===== src/rtl/cwd_pkg.sv =====
package cwd_pkg;

    localparam int DATA_W   = 8;
    localparam int SEL_W    = 3;
    localparam int OP_W     = 5;
    localparam int NUM_REGS = (1 << SEL_W) - 1;
    localparam int CW_W     = 3 * SEL_W + OP_W;

    typedef logic [DATA_W-1:0] word_t;
    typedef logic [SEL_W-1:0]  sel_t;
    typedef logic [OP_W-1:0]   opc_t;
    typedef logic [NUM_REGS-1:0][DATA_W-1:0] bank_t;

    typedef enum opc_t {
        OP_PASS = 5'b00000,
        OP_INC  = 5'b00001,
        OP_ADD  = 5'b00010,
        OP_SUB  = 5'b00101,
        OP_DEC  = 5'b00110,
        OP_AND  = 5'b01000,
        OP_OR   = 5'b01010,
        OP_XOR  = 5'b01100,
        OP_NOT  = 5'b01110,
        OP_SHR  = 5'b10000,
        OP_SHL  = 5'b11000
    } alu_op_e;

    // Field order, most significant first: A select, B select, destination, opcode
    typedef struct packed {
        sel_t src_a;
        sel_t src_b;
        sel_t dst;
        opc_t op;
    } ctrl_t;

    function automatic word_t alu_eval(opc_t op, word_t a, word_t b);
        word_t r;
        case (op)
            OP_INC:  r = a + word_t'(1);
            OP_ADD:  r = a + b;
            OP_SUB:  r = a - b;
            OP_DEC:  r = a - word_t'(1);
            OP_AND:  r = a & b;
            OP_OR:   r = a | b;
            OP_XOR:  r = a ^ b;
            OP_NOT:  r = ~a;
            OP_SHR:  r = {1'b0, a[DATA_W-1:1]};
            OP_SHL:  r = {a[DATA_W-2:0], 1'b0};
            default: r = a;   // transfer and every unlisted code
        endcase
        return r;
    endfunction

endpackage


===== src/rtl/cwd_regbank.sv =====
module cwd_regbank
    import cwd_pkg::*;
(
    input  logic  clk,
    input  logic  rst,
    input  sel_t  wr_sel,
    input  word_t wr_data,
    output bank_t regs
);

    logic [NUM_REGS-1:0] wr_hit;

    for (genvar i = 0; i < NUM_REGS; i++) begin : g_reg
        assign wr_hit[i] = (wr_sel == sel_t'(i + 1));

        always_ff @(posedge clk) begin
            if (rst)
                regs[i] <= '0;
            else if (wr_hit[i])
                regs[i] <= wr_data;
        end

        // the addressed register takes the ALU result
        p_load_r3: assert property (@(posedge clk) disable iff (rst)
            (wr_sel == sel_t'(i + 1)) |=> (regs[i] == $past(wr_data)));

        // registers not addressed hold their value
        p_hold_r3: assert property (@(posedge clk) disable iff (rst)
            (wr_sel != sel_t'(i + 1)) |=> $stable(regs[i]));

        // reset clears every register
        p_clear_r9: assert property (@(posedge clk)
            rst |=> (regs[i] == '0));
    end

endmodule


===== src/rtl/cwd_operand_sel.sv =====
module cwd_operand_sel
    import cwd_pkg::*;
(
    input  sel_t  sel,
    input  word_t ext_in,
    input  bank_t regs,
    output word_t opnd
);

    always_comb begin
        if (sel == '0)
            opnd = ext_in;
        else
            opnd = regs[sel - sel_t'(1)];
    end

endmodule


===== src/rtl/cwd_alu.sv =====
module cwd_alu
    import cwd_pkg::*;
(
    input  logic  clk,
    input  logic  rst,
    input  opc_t  op,
    input  word_t a,
    input  word_t b,
    output word_t y
);

    assign y = alu_eval(op, a, b);

    // an operand XORed with itself gives zero
    p_xor_self_r10: assert property (@(posedge clk) disable iff (rst)
        (op == OP_XOR && a == b) |-> (y == '0));

    // complement differs from A in every bit
    p_not_r5: assert property (@(posedge clk) disable iff (rst)
        (op == OP_NOT) |-> ((y ^ a) == '1));

    // zero fill on both shifts
    p_shr_fill_r6: assert property (@(posedge clk) disable iff (rst)
        (op == OP_SHR) |-> (y[DATA_W-1] == 1'b0));
    p_shl_fill_r6: assert property (@(posedge clk) disable iff (rst)
        (op == OP_SHL) |-> (y[0] == 1'b0));

endmodule


===== src/rtl/cw_datapath.sv =====
module cw_datapath
    import cwd_pkg::*;
(
    input  logic              clk,
    input  logic              rst,
    input  logic [CW_W-1:0]   ctrl_word,
    input  logic [DATA_W-1:0] ext_in,
    output logic [DATA_W-1:0] out_bus
);

    ctrl_t cw;
    bank_t regs;
    sel_t  src_sel [2];
    word_t opnd    [2];
    word_t result;

    assign cw         = ctrl_t'(ctrl_word);
    assign src_sel[0] = cw.src_a;
    assign src_sel[1] = cw.src_b;

    for (genvar p = 0; p < 2; p++) begin : g_port
        cwd_operand_sel u_sel (
            .sel    (src_sel[p]),
            .ext_in (ext_in),
            .regs   (regs),
            .opnd   (opnd[p])
        );
    end

    cwd_alu u_alu (
        .clk (clk),
        .rst (rst),
        .op  (cw.op),
        .a   (opnd[0]),
        .b   (opnd[1]),
        .y   (result)
    );

    cwd_regbank u_bank (
        .clk     (clk),
        .rst     (rst),
        .wr_sel  (cw.dst),
        .wr_data (result),
        .regs    (regs)
    );

    assign out_bus = result;

    // a zero destination leaves every register as it was, while the bus still shows the result
    p_nowrite_r3: assert property (@(posedge clk) disable iff (rst)
        (cw.dst == '0) |=> (regs == $past(regs)));

    // an external-input transfer shows the input on the bus
    p_ext_pass_r2: assert property (@(posedge clk) disable iff (rst)
        (cw.src_a == '0 && cw.op == OP_PASS) |-> (out_bus == ext_in));

endmodule


===== config.mk =====
export PLATFORM = sky130hd
export DESIGN_NAME = cw_datapath
export DESIGN_NICKNAME = d
export VERILOG_FILES = /design/src/rtl/cwd_pkg.sv /design/src/rtl/cwd_regbank.sv /design/src/rtl/cwd_operand_sel.sv /design/src/rtl/cwd_alu.sv /design/src/rtl/cw_datapath.sv
export SDC_FILE = /design/constraint.sdc
export NUM_CORES = 1
export LEC_CHECK = 0
export BUFFER_PORTS_ARGS = -buffer_cell sky130_fd_sc_hd__buf_2
export CAP_MARGIN = 20
export CORE_UTILIZATION = 38
export DETAILED_ROUTE_END_ITERATION = 8
export SYNTH_ARGS = -nofsm -noshare
export SYNTH_HDL_FRONTEND = slang
export SYNTH_HIERARCHICAL = 1
export SYNTH_SLANG_ARGS = --single-unit

===== constraint.sdc =====
create_clock -name clk -period 19.17 [get_ports clk]
set_clock_uncertainty 0.1 [all_clocks]
set_input_delay 5.751 -clock clk [delete_from_list [all_inputs] [get_ports clk]]
set_output_delay 5.751 -clock clk [all_outputs]
set_load 0.03 [all_outputs]

==> results of run 1 <==
per-layer routing:
layer | routed length, um | track usage (%) | up-vias | share of wire, %
met5 | 0 | 0 | - | 0
li1 | - | - | 1966 | -
met3 | 415 | 1.95 | 18 | 3.3
met2 | 5920 | 32.9 | 93 | 46
met1 | 6190 | 27.0 | 1962 | 49
met4 | 204 | 6.67 | 0 | 1.6
metrics by stage:
| stage | area [um2] | util [%] |
|---|---|---|
| 5_1_grt | 5190 | 42.5 |
| 6_report | 5190 | 42.5 |
| 2_1_floorplan | 4850 | - |
| 3_3_place_gp | 5040 | 41.3 |
| 3_5_place_dp | 5040 | 41.3 |
| 4_1_cts | 5190 | 42.5 |
path summary, 6_finish.rpt:
check | to | depth (start not counted) | slack, ns
hold reg to reg | u_bank/regs[23] | 2 | 0.39
setup reg to reg | u_bank/regs[15] | 16 | 14.98
hold / removal | u_bank/regs[23] | 2 | 0.39
setup / recovery | out_bus[7] | 18 | 2.47
cell families (layout without fill, tap and decap cells):
group                    Yosys count  in the layout  share of synthesized area [%]
AO/OA/AOI/OAI                     97             97                           15.2
adder cells (fa/ha/maj)           30             30                           7.89
AND/OR/NAND/NOR                  185            185                           20.5
XOR/XNOR                           5              5                          0.902
flip-flops                        56             56                           23.1
multiplexers                      97             97                           26.1
buffers and inverters             59             67                           6.32
cell usage after synthesis, types with 2 or more instances:
master    instances
clkbuf_2          3
o22ai_1           2
inv_1            24
mux2_2           10
o211ai_1          3
mux2i_1          65
a22oi_1           3
and2_1            2
mux4_1           14
a21oi_1           9
nand4_1           2
a221oi_1         20
nand3b_1          3
xor2_1            2
nor2_1           37
o21a_1            2
nor3_1            8
a21o_1            4
nand2b_1         66
buf_12            2
buf_2             9
a32oi_1           2
nor2b_1           9
clkbuf_1         10
a31oi_1           4
a221oi_2          2
nand3_1          11
ha_1             29
dfxtp_1          56
xnor2_1           3
a31o_2            2
buf_1             5
or3b_1            2
mux2_4            6
nand2_1          29
o31ai_1          16
buf_4             2
mux4_2            2
and3_1            3
o41ai_1           2
nor3b_1           3
a211oi_1          5
buf_6             4
o21ai_0          12
or3_1             2
report_power, final:
part | internal (mW) | total [mW] | leakage, nW | switching [mW]
sequential | 0.121 | 0.124 | 0.454 | 0.00327
clock | 0.0549 | 0.0956 | 0.0760 | 0.0406
combinational | 0.0386 | 0.103 | 1.81 | 0.0641
critical path: cells and delay by family:
family | cells | cell delay [ns]
AOI/OAI and AO/OA | 7 | 2.06
adders and majority gates | 2 | 0.91
and+or+nand+nor | 6 | 1.31
buffers and inverters | 3 | 0.80
cells in the final DEF, fill, tap and decap left out, drive strengths merged, types with 4 or more instances in the layout:
| cell type | synthesis | layout |
|---|---|---|
| nand2b | 66 | 66 |
| mux2i | 65 | 65 |
| dfxtp | 56 | 56 |
| nor2 | 37 | 37 |
| buf | 22 | 36 |
| nand2 | 29 | 29 |
| ha | 29 | 29 |
| inv | 24 | 24 |
| a221oi | 22 | 22 |
| o31ai | 16 | 16 |
| mux4 | 16 | 16 |
| mux2 | 16 | 16 |
| o21ai | 12 | 12 |
| nand3 | 11 | 11 |
| nor2b | 9 | 9 |
| a21oi | 9 | 9 |
| nor3 | 8 | 8 |
| clkbuf | 13 | 7 |
| a211oi | 6 | 6 |
| a21o | 4 | 4 |
| a31oi | 4 | 4 |
| and3 | 4 | 4 |
cell type report:
class / count / area (um2)
Tap cell: 168 / 210
Multi-Input combinational cell: 414 / 3430
Timing Repair Buffer: 36 / 193
Clock buffer: 7 / 153
Sequential cell: 56 / 1120
Fill cell: 1237 / 7020
Inverter: 24 / 90.1
==> results.json, run 1 <==
{
  "ant_nets": 0,
  "max-vdd-ir-drop_mv": 0.0385,
  "cts.clk_slew.worst_paths_ns": 0.06,
  "cp-start-kind": "input pin",
  "critPathCaptureType": "output port",
  "nets": 591,
  "stdcell_count": 705,
  "track_usage_pct": 19.9,
  "cts_root_buffer": "clkbuf_16",
  "total_power_uw": 322,
  "ys.flop_type": "dfxtp_1",
  "slew_viol_final": 0,
  "numPortBuffers": 31,
  "ys_types": 63,
  "dieWidth_um": 115,
  "clock-sinks": 56,
  "status": "completed",
  "rows": 40,
  "synthArstFlopShare_pct": 0,
  "routed_wl_mm": 12.7,
  "top_register": "u_bank/regs",
  "hold_start": "u_bank/regs[23]",
  "crit_type": "input pin to output port",
  "fin_crit_sh_pct": 87.1,
  "hold_path.class": "flop to flop",
  "syn_nets": 583,
  "yosysTopAreaCell": "dfxtp_1",
  "avgSynthCellArea_um2": 9.17,
  "hold_viol": 0,
  "initial_core_util_pct": 39.7,
  "pre_cts_slack_ns": 2.56,
  "dp.cells": 698,
  "period_needed_ns": 16.70,
  "timing.final.ws_setup_ns": 2.47,
  "area_delta_synth_final_pct": 6.99,
  "grt_remaining_overflow": 0,
  "synthCells": 529,
  "crit_path_cell_trace": "buf_2, inv_1, ha_1, nor2b_1, a221oi_1, o31ai_1, nor2_1, nand2_1, nor3_1, a21o_1, a211oi_1, ha_1, a21oi_1, o21ai_0, a21o_1, nand3_1, nor3b_1, buf_2",
  "vias": 4039,
  "hold_slack_ns": 0.392,
  "worstSkewPairLatency_ns": 0.30,
  "synth_area_um2": 4850,
  "vias_per_cell": 5.73,
  "worstReg2RegStart": "u_bank/regs[10]",
  "grt_pass1_wl_mm": 20.4,
  "cts_setup_buffers": 0,
  "grt_pass1_vias": 3909,
  "cp_max_fo": 18,
  "clock_path_buffers": 2,
  "synth.area.top_cells": "dfxtp_1 23%, mux2i_1 13%, nand2b_1 8.5%",
  "leakage_nw": 2.34,
  "synth_edf_count": 0,
  "p_per_area_nw_per_um2": 62.1,
  "cts_buffers": 5,
  "largest_registers": "u_bank/regs (56)",
  "drive_above_1_share_pct": 13.0,
  "fmax_ghz": 0.0599,
  "setup_violations": 0,
  "critPathArrivalTime_ns": 10.85,
  "worst_pin_slew_ns": 1.07,
  "drt_iter0_markers": 429,
  "dr.pass1.iters": 5,
  "grt_start_max_net_pins": 65,
  "drc_errors": 0,
  "die_height_um": 115,
  "worstSetupStartpoint": "ctrl_word[8]",
  "synth_seq_cells": 56,
  "cp_slowest_cell": "o31ai_1",
  "gp_congestion": 0.874,
  "yosysTopAreaCellShare_pct": 23.1,
  "dp_hpwl_mm": 9.47,
  "cts_resized": 0,
  "worst_ep_required_time_ns": 13.32,
  "dieArea_um2": 13200,
  "wl_per_cell_um": 18.1,
  "diodes": 0,
  "io-pin-count": 32,
  "rsz0062_at_grt": "false",
  "max_slew_margin_pct": 28.6,
  "htreeDepth": 2,
  "postCtsHoldBufs": 0,
  "yosysWarnings": 6,
  "cts_tree": "built",
  "setup_tns_ns": 0,
  "cap_viol_max_count": 0,
  "largest_reg_flops": 56,
  "critPathMaxStageDelay_ns": 0.82,
  "antenna_found_initial": 0,
  "core_um2": 12200,
  "ys_seq_area_share_pct": 23.1
}
(Power assumes the default switching activity.)
==> run 2: changes to the inputs <==
==> constraint.sdc (replaced) <==
create_clock -name clk -period 13.6 [get_ports clk]
set_clock_uncertainty 0.1 [all_clocks]
set_input_delay 4.08 -clock clk [delete_from_list [all_inputs] [get_ports clk]]
set_output_delay 4.08 -clock clk [all_outputs]
set_load 0.03 [all_outputs]
==> run 2 against run 1 <==
Effect of this change:
- register-to-register slack got worse by 5.6 ns
- global-route usage grew 0.71 points
- sequential power up 41%
- setup slack worse by 1.4 ns
- combinational power rose by 45%
- hold slack got worse by 0.0026 ns
- sequential share of layout area is 0.37 points lower
- non-clock buffer count grew 13
- critical path depth up 1
- cell count grew 2.0%
- largest power group unchanged
==> results.json, run 2 (synthesis results as in run 1) <==
{
  "numPortBuffers": 31,
  "dp_hpwl_mm": 9.77,
  "grt_start_max_net_pins": 65,
  "cts_resized": 0,
  "setup_violations": 0,
  "cp_common_cell": "ha_1",
  "p_seq_share_pct": 38.5,
  "ant_nets": 0,
  "routed_wl_mm": 13.0,
  "cp_top_family": "compound AO/OA/AOI/OAI gates",
  "p_per_area_nw_per_um2": 86.1,
  "dr.pass1.iters": 5,
  "largest_reg_flops": 56,
  "p_clk_share_pct": 28.7,
  "area_delta_synth_final_pct": 8.87,
  "seq_area_um2": 1120,
  "cts_setup_buffers": 0,
  "diodes": 0,
  "max_slew_margin_pct": 30.8,
  "grt_pass1_vias": 4124,
  "drc_errors": 0,
  "cp-start-kind": "input pin",
  "setup_tns_ns": 0,
  "p_switching_uw": 153,
  "worst_ep_required_time_ns": 9.42,
  "worst_pin_slew_ns": 1.04,
  "grt_remaining_overflow": 0,
  "crit_type": "input pin to output port",
  "crit_path_cell_trace": "buf_2, inv_1, ha_1, nor2b_1, a221oi_1, o31ai_1, inv_1, ha_1, nand2_1, nor3_1, a21o_1, a211oi_1, ha_1, a21oi_1, o21ai_0, a21o_1, nand3_1, nor3b_1, buf_2",
  "drt_iter0_markers": 337,
  "die_height_um": 115,
  "critPathMaxStageDelay_ns": 0.54,
  "dieArea_um2": 13200,
  "clock-sinks": 56,
  "fin_crit_sh_pct": 92.3,
  "num-fill-cells": 1225,
  "max-vdd-ir-drop_mv": 0.0546,
  "clock_path_buffers": 2,
  "pre_cts_slack_ns": 1.04,
  "grt_pass1_wl_mm": 21.4,
  "htreeDepth": 2,
  "period_needed_ns": 12.56,
  "nets": 604,
  "final_cell_mix": "66 x nand2b_1, 65 x mux2i_1, 56 x dfxtp_1",
  "vias": 4097,
  "io-pin-count": 32,
  "slew_viol_final": 0,
  "critPathCaptureType": "output port",
  "postCtsHoldBufs": 0,
  "antenna_found_initial": 0,
  "multiInputGateArea_um2": 3430,
  "largest_registers": "u_bank/regs (56)",
  "top_register": "u_bank/regs",
  "worst-path-buf-inv": 4,
  "initial_core_util_pct": 39.7,
  "hold_path.class": "flop to flop",
  "leakage_nw": 2.40,
  "wl_per_cell_um": 18.1,
  "cts_buffers": 5,
  "worstSkewPairLatency_ns": 0.30,
  "track_usage_pct": 20.6,
  "intPower_uw": 302,
  "status": "completed",
  "cap_viol_max_count": 0,
  "cts.clk_slew.worst_paths_ns": 0.07,
  "cts_root_buffer": "clkbuf_16",
  "cp_slowest_cell": "nor2b_1",
  "rsz0062_at_grt": "false",
  "cp_max_fo": 8,
  "hold_viol": 0,
  "critPathArrivalTime_ns": 8.38,
  "rows": 40,
  "vias_per_cell": 5.70,
  "sw_frac_of_total_pct": 33.6,
  "core_um2": 12200,
  "timing.final.ws_setup_ns": 1.04,
  "layout_commonest_cell": "nand2b_1",
  "fmax_ghz": 0.0796,
  "p_comb_share_pct": 32.8,
  "drive_above_1_share_pct": 14.9,
  "cts_tree": "built",
  "dieWidth_um": 115,
  "gp_congestion": 0.878
}
run 2: cell count changes in the layout (fill, tap and decap cells not counted):
cell	delta
clkbuf_1	+2
buf_4	+13
clkbuf_8	-1
run 2: path summary, 6_finish.rpt:
path                                      start              end  slack [ns]  depth (start not counted)
worst min register to register  u_bank/regs[14]  u_bank/regs[14]        0.39                          2
worst max register to register  u_bank/regs[25]   u_bank/regs[6]        9.37                         17
worst min-delay path            u_bank/regs[14]  u_bank/regs[14]        0.39                          2
worst max-delay path               ctrl_word[8]       out_bus[7]        1.04                         19
run 2: layer usage:
metal  vias to the layer above  wire (um)  GRT usage (%)
met5                         -          0              0
met4                         0        274           7.62
met3                        18        508           2.53
met2                       105       6210           35.1
met1                      1976       6030           26.6
li1                       1998          -              -
run 2: final cells by class:
type / count / share of cell area (%)
multi-input combinational: 414 / 64.8
inverter: 24 / 1.70
timing repair buffer: 49 / 5.49
sequential: 56 / 21.2
tap: 168 / 3.98
clock buffer: 8 / 2.77
run 2: power by group through the flow:
stage          registers (mW)  logic, mW  clock network, mW
3_5_place_dp            0.179      0.148                  0
4_1_cts                 0.175      0.149              0.134
6_report                0.175      0.149              0.131
2_1_floorplan           0.177      0.107                  0
3_3_place_gp            0.178      0.146                  0
5_1_grt                 0.176      0.165              0.140
run 2: worst reg2reg max path, delay by kind of cell, from the launching register on:
family                   cells  cell delay (ns)
AO/OA/AOI/OAI                6             1.55
AND/OR/NAND/NOR              6             0.91
adder cells (fa/ha/maj)      2             0.60
multiplexers                 2             0.39
flip-flops                   1             0.36
buffers and inverters        1             0.19
run 2: stage by stage:
stage | hold WS, ns | power (mW) | cell area, um2 | utilization [%] | instances
2_1_floorplan | 0.352 | 0.284 | 4850 | - | 529
3_3_place_gp | 0.361 | 0.324 | 5140 | 42.1 | 711
3_5_place_dp | 0.374 | 0.327 | 5140 | 42.1 | 711
4_1_cts | 0.391 | 0.458 | 5280 | 43.3 | 719
5_1_grt | 0.415 | 0.481 | 5280 | 43.3 | 719
6_report | 0.389 | 0.455 | 5280 | 43.3 | 719
